File: src/rtl/spiw_pkg.sv
// Package: shared state encoding and direction codes for the SPI word engine.
// Assumes nothing beyond being compiled before the modules that import it.
package spiw_pkg;
    typedef enum logic [2:0] {
        ST_IDLE,
        ST_DELAY,
        ST_LEAD,
        ST_SHIFT,
        ST_TRAIL
    } spiw_state_t;

    localparam logic [1:0] XFER_RX_ONLY = 2'd1;
    localparam logic [1:0] XFER_TX_ONLY = 2'd2;
endpackage

File: src/rtl/spiw_divider.sv
// Half-period tick generator. Emits one tick every `ratio` cycles while run
// is high, where ratio is either 2^div or {ext,div}+1.
// Assumes the divider settings stay stable while run is high.
module spiw_divider #(
    parameter int DIV_W = 4,
    parameter int EXT_W = 8
) (
    input  logic             clk,
    input  logic             rst_n,
    input  logic             run,
    input  logic             fine,
    input  logic [DIV_W-1:0] div,
    input  logic [EXT_W-1:0] ext,
    output logic             tick
);
    localparam int POW_W = 2 ** DIV_W;
    localparam int LIN_W = DIV_W + EXT_W + 1;
    localparam int CNT_W = (POW_W > LIN_W) ? POW_W : LIN_W;

    logic [CNT_W-1:0] ratio;
    logic [CNT_W-1:0] cnt;

    // Select the ratio for the chosen granularity.
    always_comb begin
        if (fine) ratio = CNT_W'({ext, div}) + CNT_W'(1);
        else      ratio = CNT_W'(1) << div;
    end

    assign tick = run && (cnt == ratio - CNT_W'(1));

    // Count cycles within one half period; restart whenever stopped.
    always_ff @(posedge clk) begin
        if (!rst_n || !run) cnt <= '0;
        else if (tick)      cnt <= '0;
        else                cnt <= cnt + CNT_W'(1);
    end


    cnt_range_chk: assert property (@(posedge clk) disable iff (!rst_n)
        run |-> (cnt < ratio));
endmodule

File: src/rtl/spiw_shifter.sv
// Transmit and receive shift registers. The transmit word is aligned so its
// top bit (or the start bit) leaves first; received bits enter at the bottom.
// Assumes word_bits is between 4 and DATA_W.
module spiw_shifter #(
    parameter int DATA_W = 32,
    parameter int BIT_W  = $clog2(DATA_W) + 1
) (
    input  logic              clk,
    input  logic              rst_n,
    input  logic              load,
    input  logic              shift_en,
    input  logic              sample_en,
    input  logic [DATA_W-1:0] tx_word,
    input  logic [BIT_W-1:0]  word_bits,
    input  logic              sb_en,
    input  logic              sb_lvl,
    input  logic              miso,
    output logic              mosi_bit,
    output logic [DATA_W-1:0] rx_data
);
    localparam int SR_W = DATA_W + 1;

    logic [SR_W-1:0]   tx_sr;
    logic [DATA_W-1:0] rx_sr;
    logic [DATA_W-1:0] aligned;
    logic [DATA_W-1:0] mask;
    logic [BIT_W-1:0]  spare;

    assign spare    = BIT_W'(DATA_W) - word_bits;
    assign aligned  = tx_word << spare;
    assign mask     = {DATA_W{1'b1}} >> spare;
    assign mosi_bit = tx_sr[SR_W-1];
    assign rx_data  = rx_sr & mask;

    // Load the outgoing frame or advance it by one bit.
    always_ff @(posedge clk) begin
        if (!rst_n)        tx_sr <= '0;
        else if (load)     tx_sr <= sb_en ? {sb_lvl, aligned} : {aligned, 1'b0};
        else if (shift_en) tx_sr <= tx_sr << 1;
    end

    // Clear the receive register at load and collect sampled bits.
    always_ff @(posedge clk) begin
        if (!rst_n)         rx_sr <= '0;
        else if (load)      rx_sr <= '0;
        else if (sample_en) rx_sr <= {rx_sr[DATA_W-2:0], miso};
    end


    load_sample_chk: assert property (@(posedge clk) disable iff (!rst_n)
        !(load && (sample_en || shift_en)));
endmodule

File: src/rtl/spiw_word_master.sv
// Single-channel SPI master word engine. Sequences initial delay, chip-select
// lead, 2*B clock edges and chip-select trail, all counted in divider ticks.
// Assumes configuration inputs are stable from load until eot rises.
module spiw_word_master
    import spiw_pkg::*;
#(
    parameter int DATA_W = 32,
    parameter int DIV_W  = 4,
    parameter int EXT_W  = 8
) (
    input  logic                      clk,
    input  logic                      rst_n,
    input  logic                      en,
    input  logic                      tx_valid,
    input  logic [DATA_W-1:0]         tx_word,
    output logic                      tx_ready,
    input  logic [$clog2(DATA_W)-1:0] cfg_len,
    input  logic                      cfg_cpol,
    input  logic                      cfg_cpha,
    input  logic                      cfg_cs_low,
    input  logic                      cfg_hold_cs,
    input  logic                      cfg_fine_div,
    input  logic [DIV_W-1:0]          cfg_div,
    input  logic [EXT_W-1:0]          cfg_div_ext,
    input  logic [1:0]                cfg_cs_gap,
    input  logic                      cfg_sb_en,
    input  logic                      cfg_sb_lvl,
    input  logic [1:0]                cfg_xfer,
    input  logic [2:0]                cfg_init_dly,
    output logic [DATA_W-1:0]         rx_word,
    output logic                      eot,
    output logic                      sclk,
    output logic                      mosi,
    input  logic                      miso,
    output logic                      spi_cs
);
    localparam int LEN_W = $clog2(DATA_W);
    localparam int BIT_W = LEN_W + 1;
    localparam int EC_W  = BIT_W + 1;
    localparam int PH_W  = 7;

    spiw_state_t       state;
    logic [PH_W-1:0]   ph;
    logic [EC_W-1:0]   ecnt;
    logic              sclk_t;
    logic              held;
    logic              first_q;
    logic              tick;
    logic              load;
    logic              edge_now;
    logic              shift_en;
    logic              sample_en;
    logic              mosi_bit;
    logic              cs_act;
    logic [LEN_W-1:0]  eff_len;
    logic [BIT_W-1:0]  word_bits;
    logic [BIT_W-1:0]  nbits;
    logic [EC_W-1:0]   edges_last;
    logic [PH_W-1:0]   lead_last;
    logic [PH_W-1:0]   dly_ticks;
    logic [DATA_W-1:0] rx_data;

    assign eff_len    = (cfg_len < LEN_W'(3)) ? LEN_W'(3) : cfg_len;
    assign word_bits  = BIT_W'(eff_len) + BIT_W'(1);
    assign nbits      = word_bits + BIT_W'(cfg_sb_en);
    assign edges_last = {nbits, 1'b0} - EC_W'(1);
    assign lead_last  = PH_W'({cfg_cs_gap, 1'b0});

    // Map the delay code to a half-period count.
    always_comb begin
        case (cfg_init_dly)
            3'd0:    dly_ticks = PH_W'(0);
            3'd1:    dly_ticks = PH_W'(8);
            3'd2:    dly_ticks = PH_W'(16);
            3'd3:    dly_ticks = PH_W'(32);
            default: dly_ticks = PH_W'(64);
        endcase
    end

    assign tx_ready  = (state == ST_IDLE);
    assign load      = tx_ready && en && tx_valid;
    assign edge_now  = tick && ((state == ST_SHIFT) ||
                                ((state == ST_LEAD) && (ph == lead_last)));
    assign sample_en = edge_now && (cfg_cpha ? ecnt[0] : !ecnt[0]);
    assign shift_en  = edge_now && (cfg_cpha ? (!ecnt[0] && (ecnt != '0)) : ecnt[0]);
    assign cs_act    = held || (state == ST_LEAD) || (state == ST_SHIFT) ||
                       (state == ST_TRAIL);
    assign spi_cs    = cs_act ^ cfg_cs_low;
    assign sclk      = cfg_cpol ^ sclk_t;
    assign mosi      = ((state == ST_LEAD) || (state == ST_SHIFT) || (state == ST_TRAIL)) &&
                       (cfg_xfer != XFER_RX_ONLY) && mosi_bit;

    spiw_divider #(.DIV_W(DIV_W), .EXT_W(EXT_W)) u_div (
        .clk  (clk),
        .rst_n(rst_n),
        .run  (state != ST_IDLE),
        .fine (cfg_fine_div),
        .div  (cfg_div),
        .ext  (cfg_div_ext),
        .tick (tick)
    );

    spiw_shifter #(.DATA_W(DATA_W), .BIT_W(BIT_W)) u_shift (
        .clk      (clk),
        .rst_n    (rst_n),
        .load     (load),
        .shift_en (shift_en),
        .sample_en(sample_en),
        .tx_word  (tx_word),
        .word_bits(word_bits),
        .sb_en    (cfg_sb_en),
        .sb_lvl   (cfg_sb_lvl),
        .miso     (miso),
        .mosi_bit (mosi_bit),
        .rx_data  (rx_data)
    );

    // Track whether the next load is the first since enable.
    always_ff @(posedge clk) begin
        if (!rst_n || !en) first_q <= 1'b1;
        else if (load)     first_q <= 1'b0;
    end

    // Count clock edges and toggle the serial clock phase.
    always_ff @(posedge clk) begin
        if (!rst_n || load) begin
            ecnt   <= '0;
            sclk_t <= 1'b0;
        end else if (edge_now) begin
            ecnt   <= ecnt + EC_W'(1);
            sclk_t <= ~sclk_t;
        end
    end

    // Main sequencer: delay, lead, shift and trail phases.
    always_ff @(posedge clk) begin
        if (!rst_n) begin
            state   <= ST_IDLE;
            ph      <= '0;
            eot     <= 1'b0;
            held    <= 1'b0;
            rx_word <= '0;
        end else begin
            case (state)
                ST_IDLE: begin
                    if (load) begin
                        ph    <= '0;
                        eot   <= 1'b0;
                        held  <= 1'b0;
                        state <= (first_q && (dly_ticks != '0)) ? ST_DELAY : ST_LEAD;
                    end else if (!cfg_hold_cs || !en) begin
                        held <= 1'b0;
                    end
                end
                ST_DELAY: if (tick) begin
                    if (ph == dly_ticks - PH_W'(1)) begin
                        ph    <= '0;
                        state <= ST_LEAD;
                    end else ph <= ph + PH_W'(1);
                end
                ST_LEAD: if (tick) begin
                    if (ph == lead_last) begin
                        ph    <= '0;
                        state <= ST_SHIFT;
                    end else ph <= ph + PH_W'(1);
                end
                ST_SHIFT: if (edge_now && (ecnt == edges_last)) begin
                    ph    <= '0;
                    state <= ST_TRAIL;
                end
                ST_TRAIL: if (tick) begin
                    if (ph == lead_last) begin
                        state <= ST_IDLE;
                        eot   <= 1'b1;
                        held  <= cfg_hold_cs && en;
                        if (cfg_xfer != XFER_TX_ONLY) rx_word <= rx_data;
                    end else ph <= ph + PH_W'(1);
                end
                default: state <= ST_IDLE;
            endcase
        end
    end


    idle_clk_chk: assert property (@(posedge clk) disable iff (!rst_n)
        (state == ST_IDLE) |-> (sclk == cfg_cpol));

    delay_quiet_chk: assert property (@(posedge clk) disable iff (!rst_n)
        (state == ST_DELAY) |-> (!cs_act && (sclk == cfg_cpol)));

    eot_clear_chk: assert property (@(posedge clk) disable iff (!rst_n)
        load |=> !eot);

    release_eot_chk: assert property (@(posedge clk) disable iff (!rst_n)
        $fell(cs_act) |-> eot);

    edge_bound_chk: assert property (@(posedge clk) disable iff (!rst_n)
        (state == ST_SHIFT) |-> (ecnt <= edges_last));
endmodule

File: config.mk
export PLATFORM = sky130hd
export DESIGN_NAME = spiw_word_master
export DESIGN_NICKNAME = d
export VERILOG_FILES = /design/src/rtl/spiw_pkg.sv /design/src/rtl/spiw_divider.sv /design/src/rtl/spiw_shifter.sv /design/src/rtl/spiw_word_master.sv
export SDC_FILE = /design/constraint.sdc
export NUM_CORES = 1
export LEC_CHECK = 0
export BUFFER_PORTS_ARGS = -buffer_cell sky130_fd_sc_hd__buf_2
export CORE_MARGIN = 2
export CORE_UTILIZATION = 45
export DETAILED_ROUTE_END_ITERATION = 10
export PLACE_DENSITY = 0.63
export SLEW_MARGIN = 0
export SYNTH_ARGS = -nofsm -noshare
export SYNTH_HDL_FRONTEND = slang
export SYNTH_HIERARCHICAL = 1
export SYNTH_SLANG_ARGS = --single-unit
File: constraint.sdc
create_clock -name clk -period 14.85 [get_ports clk]
set_input_delay 2.97 -clock clk [delete_from_list [all_inputs] [get_ports clk]]
set_output_delay 2.97 -clock clk [all_outputs]
set_load 0.01 [all_outputs]
After elaboration in Yosys (flattened, before gate mapping)
Index checks and enable logic that the tools add are counted.
Widths: inputs -> output; s select.

storage, ports and cells
  register bits after elaboration = 134
  input port bits = 68
  output and inout port bits = 37
  word-level logic and storage cells = 132

operators by class
  add/subtract/negate cells = 10
  $lt $le $gt $ge = 1
  equality and inequality tests = 23
  shift-type cells = 3
  mux-type cells = 36
  bitwise gates (word level) = 5
  reduce and logical (&&, ||, !) cells = 43

operators by type and width
  kind                   number
  $mux 33                3
  $mux 7                 8
  $pmux 7 s5             1
  $and 32x32->32         1
  $shl 32x6->32          1
  $shr 32x6->32 const A  1
  $pmux 7 s4             1
  $mux 3                 8
  $add 16x1->16 const B  1
  $eq 16x16->1           1
  $mux 16                1
  $shl 1x4->16 const A   1
  $sub 16x1->16 const B  1
  $pmux 3 s5             1
  $add 7x1->7 const B    2
  $eq 7x7->1             2
  $ne 2x2->1 const B     7
  $reduce_bool 7->1      2
  $sub 7x1->7 const B    2
  $add 12x1->13 const B  1
  $logic_and 1x1->1      13
  $eq 3x2->1 const B     4
  $reduce_and 4->1       3
  $logic_or 1x1->1       10
  23 further kinds       45

Longest topological paths before layout
Gate-level depths: netlist of the first run.

  depth after elaboration = 9
  gate-level depth with buffers = 23
  depth with buffers taken out = 19

Modules after synthesis
The synthesis of the first run kept the hierarchy.

by module, submodules not included
  module            instances  cells an instance  area each (µm²)  seq. area each (µm²)
  spiw_shifter      1          604                5218.8           1301.2
  spiw_word_master  1          377                2952.8           1061.0
  spiw_divider      1          276                2210.9           320.3

Least setup slack after synthesis of the first run
Ideal clock, no wire load.

  path kind = input -> register
  start point = input cfg_div[1]
  end point = register u_shift.tx_sr[25]
  setup time = 0.137 ns
  arrival time = 7.634 ns
  required time = 14.713 ns
  path slack = 7.079 ns
  stages on the path = 22
  buffers on the path = 6
  cell sequence = inv_1 ha_1 clkbuf_1 nor2b_1 a22oi_1 ha_1 and4bb_1 and3_1 clkbuf_1 and3_4 mux2_2 nor4_1 nand4_1 nor4b_1 o211a_1 buf_6 a21boi_0 clkbuf_1 clkbuf_1 clkbuf_1 mux2i_1 o221ai_1

between the ends
  word-level cells in the longest chain between the ends = 8
  elaborated cells between the ends (all ways) = 9
  classes of those cells = add/sub: 2; eq/ne: 1; shift: 1; mux: 1; reduce/logical: 4

RTL lines
  what                                                  line                                    source
  from (decl)                                           spiw_word_master.sv:23                  input logic [DIV_W-1:0] cfg_div,
  $add 12x1->13 / $shl 1x4->16 (equally long branches)  spiw_divider.sv:25, spiw_divider.sv:26
  $mux 16 *                                             spiw_divider.sv:25                      if (fine) ratio = CNT_W'({ext, div}) + CNT_W'(1);
  $sub 16x1->16 *                                       spiw_divider.sv:29                      assign tick = run && (cnt == ratio - CNT_W'(1));
  $eq 16x16->1 *                                        spiw_divider.sv:29
  $logic_and 1x1->1 *                                   spiw_divider.sv:29
  named net tick                                        spiw_word_master.sv:48                  logic tick;
  $logic_and 1x1->1 *                                   spiw_word_master.sv:82                  assign edge_now = tick && ((state == ST_SHIFT) ||
  $logic_and 1x1->1 *                                   spiw_word_master.sv:85                  assign shift_en = edge_now && (cfg_cpha ? (!ecnt[0] && (ecnt != '0)) : ecnt[0]);
  named net shift_en                                    spiw_word_master.sv:51                  logic shift_en;
  $reduce_bool 2->1 (no line) *                         -
  to (signal assigned)                                  spiw_shifter.sv:38                      else if (load) tx_sr <= sb_en ? {sb_lvl, aligned} : {aligned, 1'b0};
  to (signal assigned)                                  spiw_shifter.sv:39                      else if (shift_en) tx_sr <= tx_sr << 1;
  to (decl)                                             spiw_shifter.sv:23                      logic [SR_W-1:0] tx_sr;

Mark *: on every way through the listed nets, which the timed path passes. The rest lies on a longest branch.
A chain may end at the register's enable or synchronous reset.

Worst setup path after layout of the first run
  start point = input cfg_div[1]
  end point = register u_shift.tx_sr[0]

Same word-level chain as after synthesis.

==> results of run 1 <==
==> sequential cells by signal, indices dropped and copies added, names as in the netlist <==
register,cells
eot,1
state,3
u_shift/tx_sr,33
ph,7
ecnt,7
u_shift/rx_sr,32
held,1
u_div/cnt,16
rx_word,32
sclk_t,1
first_q,1
==> stage by stage <==
stage	cell area, um2	setup WS, ps	utilization [%]	hold WS [ps]
after detailed placement	10880	6444	48.06	444.2
after global placement	10880	6559	48.06	442.4
after floorplan	10380	7079	-	432.6
after CTS	11440	6899	50.53	453.9
final	11440	6918	50.53	454.1
after global routing	11440	6420	50.53	472.6
==> power groups by stage <==
stage / combinational [W] / sequential (W) / clock [W]
floorplan: 0.000305 / 0.000397 / 0
global placement: 0.000393 / 0.000406 / 0
detailed placement: 0.000395 / 0.000407 / 0
CTS: 0.000396 / 0.000399 / 0.000412
global route: 0.000439 / 0.000402 / 0.000429
finish: 0.000403 / 0.000399 / 0.000406
==> metal layers <==
metal | wire (um) | vias up
met4 | 469 | 0
li1 | - | 4695
met3 | 1507 | 34
met1 | 12810 | 4625
met5 | 0 | -
met2 | 13010 | 300
==> critical path, delay by kind of cell <==
family	cells	cell delay, ps
muxes	1	360
buffers and inverters	3	610
and+or+nand+nor	9	2740
AOI/OAI and AO/OA	4	1020
adders and majority gates	2	540
==> cell type report <==
cell class	count	area, um2
well taps	285	356.6
inverters	42	157.7
multi-input cells	993	7088
repair buffers	114	595.6
clock buffers	17	425.4
fillers	2179	11200
clock inverters	15	135.1
flip-flops and latches	134	2683
==> worst max path at each step <==
stage               depth (start not counted)  slack [ps]        from                 to
global route                               17        6420  cfg_div[1]   u_shift/rx_sr[8]
global placement                           19        6560  cfg_div[1]   u_shift/tx_sr[0]
CTS                                        19        6900  cfg_div[1]   u_shift/tx_sr[0]
finish                                     19        6920  cfg_div[1]   u_shift/tx_sr[0]
detailed placement                         19        6440  cfg_div[1]   u_shift/tx_sr[0]
floorplan                                  22        7080  cfg_div[1]  u_shift/tx_sr[25]
==> layout by cell type (no fill, tap or decap), types with 26 or more instances in the layout <==
master	netlist	layout
xor2_1	26	26
o21ai_0	48	48
inv_1	39	38
buf_2	13	104
nor2_1	92	92
nand3_1	38	38
mux2i_1	64	64
nand2_1	185	185
and3_1	32	32
xnor2_1	37	37
mux4_2	38	38
nor3_1	29	29
a21oi_1	97	96
dfxtp_1	134	134
==> kinds of logic (layout without fill, tap and decap cells) <==
family	Yosys count	after routing	share of synthesized area (%)
AOI/OAI and AO/OA	269	269	17.69
xor gates and xnor gates	66	66	5.965
adders and majority gates	22	22	2.627
buffers and inverters	130	188	5.989
DFF	134	134	25.84
muxes	115	115	15.82
and+or+nand+nor	521	521	26.07
==> flow_summary_export.csv, run 1 <==
group,metric,value,unit
worst_hold_path,whs_path_depth,2,
detailed_routing,wl,27800,um
global_route,grt_pass1_vias,8863,
place,dpl.cell_count,1568,
logic_synthesis,synthTopCellsByCount,"nand2_1 (185), dfxtp_1 (134), a21oi_1 (97)",
worst_setup_path,path_class,"primary input to flip-flop",
global_route,globalRouteTotalUtil,22.92,%
worst_setup_path,cpMaxStageDelayCell,"nor4b_1",
power,p_leak,4.247,nW
detailed_routing,drt_first_pass_iters,5,
final_layout,syn2layout_area_growth,10.20,%
run,maxCapViolations,0,
floorplan,row_count,55,
timing,setup-violations-final,0,
cts,clockBufferDepth,2,
logic_synthesis,synth.distinct_cells,105,
power,p_per_area,105.5,nW/um2
power,p_comb_share,33.4,%
logic_synthesis,async_flop_share,0,%
timing,finalHoldViolations,0,
power,cellInternalPower,0.0007534,W
worst_setup_path,required,15170,ps
timing,fmax,0.1261,GHz
place,hpwlAfterDp,20330,um
cts,cts_sinks,134,
logic_synthesis,yosysWarnings,6,
timing,rsz0062_at_grt,"no",
cts,cts_setup_buffers,0,
final_layout,drive_gt1_share,19.54,%
detailed_routing,drt_iter0_markers,739,
logic_synthesis,synth_area,10380,um2
power,p_sw_share,37.61,%
power,seqPwrFrac,33.0,%
power,p_switching,0.0004542,W
logic_synthesis,yosysMostFrequentCell,"nand2_1",
cts,cts_resized,0,
worst_setup_path,r2r_cells,14,
worst_setup_path,critPathMaxStageDelay,760,ps
cts,clkTransAtPathRegs,70,ps
cts,numCtsBuffers,17,
cts,hold_buffers,0,
floorplan,ios,105,
timing,max_slew.worst_pin.slew,1037,ps
worst_setup_path,worstReg2RegStart,"state[0]",
worst_hold_path,hold_path.class,"flip-flop to flip-flop",
power,ir_worst_vdd,0.00007810,V
logic_synthesis,synthCells,1257,
timing,finalMaxSlewViolations,0,
floorplan,die_h,155.9,um
logic_synthesis,synth_area_per_cell,8.260,um2
floorplan,start_util,45.86,%
worst_setup_path,cp-start-kind,"primary input",
worst_setup_path,cp.arrival,8250,ps
worst_setup_path,r2r_slack,10100,ps
floorplan,core,22640,um2
logic_synthesis,synth_ff_type,"dfxtp_1",
place,port_buffers,104,
power,clkPwrFrac,33.6,%
worst_setup_path,cp_common_cell,"ha_1",
floorplan,die_area,24300,um2
status,outcome,"finished, final reports clean",
logic_synthesis,seq_area_frac_synth,25.84,%
final_layout,layoutNonFillerInstCount,1600,
worst_hold_path,hp-start,"rx_word[20]",
timing,tns,0,ps
floorplan,fp.dieW,155.9,um
detailed_routing,drc,0,
detailed_routing,drtAntennaViolNets,0,
logic_synthesis,synth.top_cell.area_share,25.84,%
timing,period_minus_slack,7932,ps
cts,cts_tree,"yes",
global_route,grt_max_degree,47,
logic_synthesis,synth_seq_cells,134,
cts,cts_root_buf,"clkbuf_16",
worst_setup_path,critical_path.cell_chain,"buf_2 > inv_1 > ha_1 > nor2b_1 > a22oi_1 > ha_1 > and4bb_1 > and3_1 > and3_4 > mux2_2 > nor4_1 > nand4_1 > nor4b_1 > o211a_1 > a21boi_2 > buf_4 > or2_2 > o32ai_1 > and2_1",
detailed_routing,via_per_inst,6.034,
place,place_congestion,0.9161,
global_route,use_met2,37.51,%
detailed_routing,num_vias,9654,
global_route,grt_use_met3,3.194,%
worst_setup_path,r2r-end,"u_shift/tx_sr[0]",
timing,period_share,53.42,%
logic_synthesis,synth_edf_count,0,
final_layout,num_antenna_cells,0,
detailed_routing,post_drt_wl_per_cell,17.37,um
logic_synthesis,synthTopCellsByArea,"dfxtp_1 (26%), mux4_2 (8.2%), nand2_1 (6.7%)",
worst_hold_path,whs_endpoint,"rx_word[20]",
global_route,grt_pass1_wl,45440,um
power,total_power,0.001208,W
final_layout,layout.nets,1391,
global_route,grt-busiest-layer,"met2",
global_route,antenna_found_initial,0,
logic_synthesis,synth_fp_nets,1346,
global_route,overflow,0,
timing,relSlewSlack,30.43,%
logic_synthesis,yosys.area.top_type,"dfxtp_1",
worst_setup_path,cp_max_fo,33,
cts,clk_latency,430,ps
global_route,met1_usage,31.71,%
worst_setup_path,cp-end-kind,"flip-flop",
timing,finalClockSkew,11.29,ps
cts,htree_levels,4,
Note: power is estimated with default switching activity, not from simulation.
==> run 2: changes to the inputs <==
--- a/config.mk
+++ b/config.mk
@@ -5,11 +5,12 @@
 export SDC_FILE = /design/constraint.sdc
 export NUM_CORES = 1
 export LEC_CHECK = 0
+export ABC_AREA = 1
 export BUFFER_PORTS_ARGS = -buffer_cell sky130_fd_sc_hd__buf_2
 export CORE_MARGIN = 2
 export CORE_UTILIZATION = 45
 export DETAILED_ROUTE_END_ITERATION = 10
-export PLACE_DENSITY = 0.63
+export PLACE_DENSITY = 0.65
 export SLEW_MARGIN = 0
 export SYNTH_ARGS = -nofsm -noshare
 export SYNTH_HDL_FRONTEND = slang
==> constraint.sdc (replaced) <==
create_clock -name clk -period 6.9 [get_ports clk]
set_input_delay 1.38 -clock clk [delete_from_list [all_inputs] [get_ports clk]]
set_output_delay 1.38 -clock clk [all_outputs]
set_load 0.01 [all_outputs]
==> run 2 against run 1 <==
Against the previous run:
- worst setup slack worse by 5200 ps
- global-route usage increased by 1.7 points
- critical endpoint is now u_shift/tx_sr[29]
- combinational power up 140%
- sequential share of layout area about the same
- power grew 130%
- utilization rose by 0.26 points
- sequential cell count unchanged
- clock skew is essentially flat
- first-iteration DRC count up 27%
==> flow_summary_export.csv, run 2 <==
group,metric,value,unit
worst_setup_path,cp-end-kind,"flip-flop",
logic_synthesis,yosysWarnings,6,
timing,fmax,0.1934,GHz
worst_setup_path,r2r_cells,27,
logic_synthesis,synth_edf_count,0,
power,p_per_area,247.9,nW/um2
timing,max_slew.worst_pin.slew,1025,ps
worst_setup_path,crit_buf_inv,6,
detailed_routing,drt_first_pass_iters,7,
final_layout,final_cell_mix,"nand2_1 (393), nand3_1 (293), nor2_1 (237), inv_1 (177), dfxtp_1 (134)",
detailed_routing,drtAntennaViolNets,0,
cts,clkTransAtPathRegs,70,ps
worst_setup_path,critPathMaxStageDelay,400,ps
power,p_switching,0.001103,W
power,total_power,0.002833,W
detailed_routing,drt_iter0_markers,942,
place,place_congestion,0.9685,
worst_setup_path,crit_family,"simple AND/OR/NAND/NOR gates",
floorplan,core,22500,um2
power,p_leak,5.417,nW
cts,cts_setup_buffers,0,
final_layout,largestRegisters,"u_shift/tx_sr (33), rx_word (32), u_shift/rx_sr (32)",
detailed_routing,drc,0,
place,port_buffers,104,
timing,rsz0062_at_grt,"no",
logic_synthesis,synth_fp_nets,1802,
logic_synthesis,synth_ff_type,"dfxtp_1",
timing,period_minus_slack,5171,ps
timing,setup-violations-final,0,
worst_setup_path,cpMaxStageDelayCell,"inv_1",
cts,cts_resized,0,
logic_synthesis,async_flop_share,0,%
cts,hold_buffers,0,
timing,finalClockSkew,11.75,ps
global_route,grt_max_degree,64,
logic_synthesis,synth_area,10260,um2
final_layout,num_antenna_cells,0,
logic_synthesis,yosys.area.top_type,"dfxtp_1",
power,seqPwrFrac,31.3,%
final_layout,syn2layout_area_growth,11.44,%
worst_setup_path,path_depth,29,
logic_synthesis,synth_area_per_cell,5.987,um2
cts,clk_latency,420,ps
floorplan,ios,105,
cts,htree_levels,4,
cts,clockBufferDepth,2,
worst_setup_path,cp_max_fo,18,
worst_setup_path,path_class,"primary input to flip-flop",
worst_setup_path,cp_common_cell,"nor2_1",
floorplan,row_count,55,
power,cellInternalPower,0.001730,W
worst_hold_path,hold_path.class,"flip-flop to flip-flop",
final_layout,drive_gt1_share,13.66,%
logic_synthesis,synthCells,1713,
global_route,overflow,0,
power,clkPwrFrac,34.6,%
final_layout,layout.nets,1855,
logic_synthesis,yosysMostFrequentCell,"nand2_1",
global_route,globalRouteTotalUtil,24.59,%
logic_synthesis,seq_area_frac_synth,26.16,%
timing,finalHoldViolations,0,
floorplan,die_h,155.0,um
logic_synthesis,synth.top_cell.area_share,26.16,%
floorplan,start_util,45.58,%
cts,numCtsBuffers,17,
timing,period_share,74.94,%
logic_synthesis,synthTopCellsByArea,"dfxtp_1 (26%), nand2_1 (14%), nand3_1 (14%)",
timing,finalMaxSlewViolations,0,
power,p_comb_share,34.0,%
global_route,antenna_found_initial,1,
worst_setup_path,cp.arrival,5530,ps
worst_setup_path,cp-start-kind,"primary input",
final_layout,largest_reg_flops,33,
final_layout,layout_commonest_cell,"nand2_1",
floorplan,fp.dieW,155.0,um
power,ir_worst_vdd,0.0001746,V
place,hpwlAfterDp,21170,um
power,p_sw_share,38.94,%
status,outcome,"finished, final reports clean",
worst_hold_path,whs_path_depth,2,
timing,tns,0,ps
detailed_routing,post_drt_wl_per_cell,14.10,um
floorplan,die_area,24010,um2
detailed_routing,wl,29110,um
timing,relSlewSlack,31.62,%
detailed_routing,num_vias,11064,
logic_synthesis,synth.distinct_cells,50,
global_route,grt_pass1_vias,10436,
cts,cts_tree,"yes",
logic_synthesis,synth_seq_cells,134,
final_layout,regMostFlops,"u_shift/tx_sr",
detailed_routing,via_per_inst,5.360,
run,maxCapViolations,0,
cts,cts_root_buf,"clkbuf_16",
worst_setup_path,required,7260,ps
cts,cts_sinks,134,
logic_synthesis,synthTopCellsByCount,"nand2_1 (393), nand3_1 (293), nor2_1 (240)",
global_route,grt_pass1_wl,49310,um
==> run 2: cells by family (layout without fill, tap and decap cells) <==
family	Yosys count	in the layout	share of synthesized area, %
AOI/OAI and AO/OA	206	206	11.24
adders and majority gates	21	21	2.562
buffers and inverters	272	338	11.09
DFF	134	134	26.16
and+or+nand+nor	1056	1056	46.72
xor gates and xnor gates	24	24	2.233
==> run 2: worst min-delay path: stages, from the launching register on <==
cell and delay, ps:
dfxtp_1 330, nand2_1 60, nand3_1 50
==> run 2: per-layer routing <==
| metal | track usage [%] | part of all wire (%) |
|---|---|---|
| met1 | 31.29 | 45 |
| met2 | 42.81 | 48 |
| met3 | 3.900 | 5.2 |
| met4 | 7.451 | 2.1 |
| met5 | 0 | 0.027 |
==> run 2: path summary, 6_finish.rpt <==
kind / slack (ps) / start / to
max: 1730 / cfg_div[0] / u_shift/tx_sr[29]
min: 470 / first_q / first_q
max reg2reg: 3000 / state[1] / u_shift/tx_sr[29]
min reg2reg: 470 / first_q / first_q
==> run 2: final cells by class <==
cell class                 count  area [um2]
timing repair buffer         113       588.1
fill                        2302       11070
sequential                   134        2683
inverter                     193       730.7
clock buffer                  17       425.4
multi-input combinational   1307        6444
clock inverter                15       202.7
tap                          285       356.6
==> run 2: power by group through the flow <==
stage / sequential, W / clock (W) / combinational (W)
4_1_cts: 0.000887 / 0.000995 / 0.000956
5_1_grt: 0.000897 / 0.00103 / 0.00110
3_3_place_gp: 0.000904 / 0 / 0.000941
2_1_floorplan: 0.000889 / 0 / 0.000754
6_report: 0.000888 / 0.000980 / 0.000964
3_5_place_dp: 0.000902 / 0 / 0.000951
==> run 2: per-stage QoR <==
stage / utilization, % / std cells / hold WS, ps / setup WS [ps] / cell area (um2)
after global placement: 48.00 / 2032 / 450.0 / 1463 / 10800
after global routing: 50.79 / 2064 / 483.3 / 1151 / 11430
after floorplan: - / 1713 / 429.7 / 2191 / 10260
after CTS: 50.79 / 2064 / 472.1 / 1718 / 11430
final: 50.79 / 2064 / 468.9 / 1729 / 11430
after detailed placement: 48.00 / 2032 / 448.8 / 1327 / 10800
==> run 3: changes to the inputs <==
--- a/config.mk
+++ b/config.mk
@@ -5,7 +5,7 @@
 export SDC_FILE = /design/constraint.sdc
 export NUM_CORES = 1
 export LEC_CHECK = 0
-export ABC_AREA = 1
+export ABC_AREA = 0
 export BUFFER_PORTS_ARGS = -buffer_cell sky130_fd_sc_hd__buf_2
 export CORE_MARGIN = 2
 export CORE_UTILIZATION = 45
==> constraint.sdc (replaced) <==
create_clock -name clk -period 4.4 [get_ports clk]
set_input_delay 0.88 -clock clk [delete_from_list [all_inputs] [get_ports clk]]
set_output_delay 0.88 -clock clk [all_outputs]
set_load 0.01 [all_outputs]
==> run 3 against run 2 <==
Against the previous run:
- the run now ends with setup timing left
- worst hold slack got worse by 20 ps
- clock power increased by 46%
- register-to-register slack got worse by 2400 ps
- first-iteration DRC count increased by 6.7%
- combinational power increased by 72%
- utilization increased by 8.4 points
- sequential cell count unchanged
- via count decreased by 5.7%
- power increased by 56%
- sequential share of layout area decreased by 3.5 points
- largest cell class unchanged
==> flow_summary_export.csv, run 3 (same netlist as run 1, synthesis figures left out) <==
group,metric,value,unit
final_layout,final_util,59.22,%
power,ir_worst_vdd,0.0002552,V
final_layout,final_cell_mix,"nand2_1 (182), dfxtp_1 (134), buf_4 (125), buf_2 (100), nor2_1 (91)",
timing,relSlewSlack,35.53,%
cts,clk_latency,420,ps
worst_setup_path,required,4680,ps
worst_setup_path,path_class,"primary input to flip-flop",
timing,period_minus_slack,4487,ps
timing,period_share,102.0,%
timing,max_slew.worst_pin.slew,960.2,ps
cts,clockBufferDepth,2,
final_layout,largest_reg_flops,33,
floorplan,ios,105,
global_route,grt_max_degree,48,
cts,htree_levels,4,
worst_setup_path,cp-end-kind,"flip-flop",
timing,finalMaxSlewViolations,0,
timing,setup-violations-final,26,
floorplan,row_count,55,
worst_setup_path,cp_max_fo,9,
detailed_routing,drt_first_pass_iters,5,
place,hpwlAfterDp,22690,um
status,outcome,"finished with violations",
global_route,overflow,0,
power,p_switching,0.001586,W
timing,finalHoldViolations,0,
detailed_routing,drt_iter0_markers,1005,
power,cellInternalPower,0.002838,W
power,p_comb_share,37.6,%
power,total_power,0.004423,W
worst_setup_path,cp.arrival,4770,ps
cts,cts_sinks,134,
detailed_routing,num_vias,10432,
timing,fmax,0.2229,GHz
run,maxCapViolations,0,
global_route,grt_pass1_vias,9700,
detailed_routing,post_drt_wl_per_cell,18.16,um
detailed_routing,wl,31800,um
global_route,grt_pass1_wl,50210,um
timing,finalClockSkew,9.708,ps
floorplan,start_util,45.86,%
worst_setup_path,cp-start-kind,"primary input",
floorplan,fp.dieW,155.9,um
final_layout,layout.nets,1543,
final_layout,layout_commonest_cell,"nand2_1",
timing,rsz0062_at_grt,"yes",
place,place_congestion,0.9543,
floorplan,core,22640,um2
final_layout,regMostFlops,"u_shift/tx_sr",
detailed_routing,drc,0,
cts,clkTransAtPathRegs,60,ps
power,clkPwrFrac,32.3,%
place,post-place-ws,-652.0,ps
power,p_sw_share,35.85,%
worst_hold_path,hold_path.class,"flip-flop to flip-flop",
place,port_buffers,104,
power,p_per_area,329.9,nW/um2
final_layout,syn2layout_area_growth,29.14,%
place,dpl_cell_area,12130,um2
floorplan,die_h,155.9,um
cts,cts_tree,"yes",
detailed_routing,via_per_inst,5.958,
global_route,antenna_found_initial,1,
final_layout,drive_gt1_share,31.88,%
detailed_routing,drtAntennaViolNets,0,
timing,tns,-1093,ps
timing,timing.final.ws_setup,-86.53,ps
cts,numCtsBuffers,17,
global_route,globalRouteTotalUtil,25.47,%
power,p_leak,5.197,nW
floorplan,die_area,24300,um2
power,seqPwrFrac,30.2,%
cts,cts_root_buf,"clkbuf_16",
status,violations,"setup timing",
final_layout,largestRegisters,"u_shift/tx_sr (33), rx_word (32), u_shift/rx_sr (32)",
final_layout,fin_area,13410,um2
==> run 3: cell types whose count changed in the layout (fill, tap and decap cells not counted), moves of 21 or more <==
cell,previous run,this run
buf_4,9,125
and3_1,0,28
o21ai_0,101,43
nand2_2,24,3
nor2_1,237,91
mux2i_1,0,62
mux4_2,0,38
a21oi_1,60,82
inv_1,177,36
xnor2_1,4,37
nand3_1,293,37
nand2_1,393,182
nor2_2,23,2
==> run 3: cell type report <==
| cell class | count | area, um2 |
|---|---|---|
| fill | 2027 | 9233 |
| multi-input combinational | 995 | 7540 |
| sequential | 134 | 2683 |
| timing repair buffer | 264 | 2073 |
| clock buffer | 18 | 439.2 |
| tap | 285 | 356.6 |
| inverter | 42 | 170.2 |
| clock inverter | 12 | 143.9 |
| antenna | 1 | 2.502 |
==> run 3: power by group through the flow <==
stage	sequential (W)	clock (W)	combinational, W
final	0.00133	0.00143	0.00166
after CTS	0.00133	0.00145	0.00158
after floorplan	0.00134	0	0.00107
after global placement	0.00136	0	0.00152
after detailed placement	0.00136	0	0.00153
after global routing	0.00134	0.00150	0.00179
==> run 3: worst paths after layout <==
path         slack, ps                end  cells past startpoint         from
min reg2reg        450        rx_word[12]                      2  rx_word[12]
max reg2reg        580  u_shift/tx_sr[23]                     15     state[1]
max                -90  u_shift/tx_sr[23]                     19   cfg_div[1]
min                450        rx_word[12]                      2  rx_word[12]
==> run 3: repair_timing <==
action,CTS,global route
pin swaps,19,25
gates resized for setup,31,55
cloned,0,8
hold buffers,0,0
buffers inserted,4,16
setup endpoints to repair,109,109
==> run 3: critical path, cell delays in order <==
cell and delay, ps:
buf_8 120, ha_4 180, ha_1 280, o32a_1 190
buf_4 130, and4bb_1 210, and3_4 190, and3_4 190
mux2_4 320, nor4_4 250, nand4_1 170, nor4b_4 390
o211a_1 270, a21boi_4 250, buf_6 140, clkbuf_16 150
mux2_4 290, nand2_1 80, o221ai_1 110
==> run 3: through the flow <==
step	cells	hold WS, ps
5_1_grt	1750	469.1
2_1_floorplan	1257	432.6
3_3_place_gp	1692	438.7
6_report	1751	448.9
4_1_cts	1726	451.5
3_5_place_dp	1692	443.0
==> run 3: per-layer routing <==
metal | vias up | GRT usage, % | routed length [um]
met2 | 419 | 39.78 | 14260
met3 | 40 | 4.556 | 2250
li1 | 4987 | - | -
met4 | 0 | 5.985 | 416
met1 | 4986 | 36.62 | 14880
met5 | - | 0 | 0
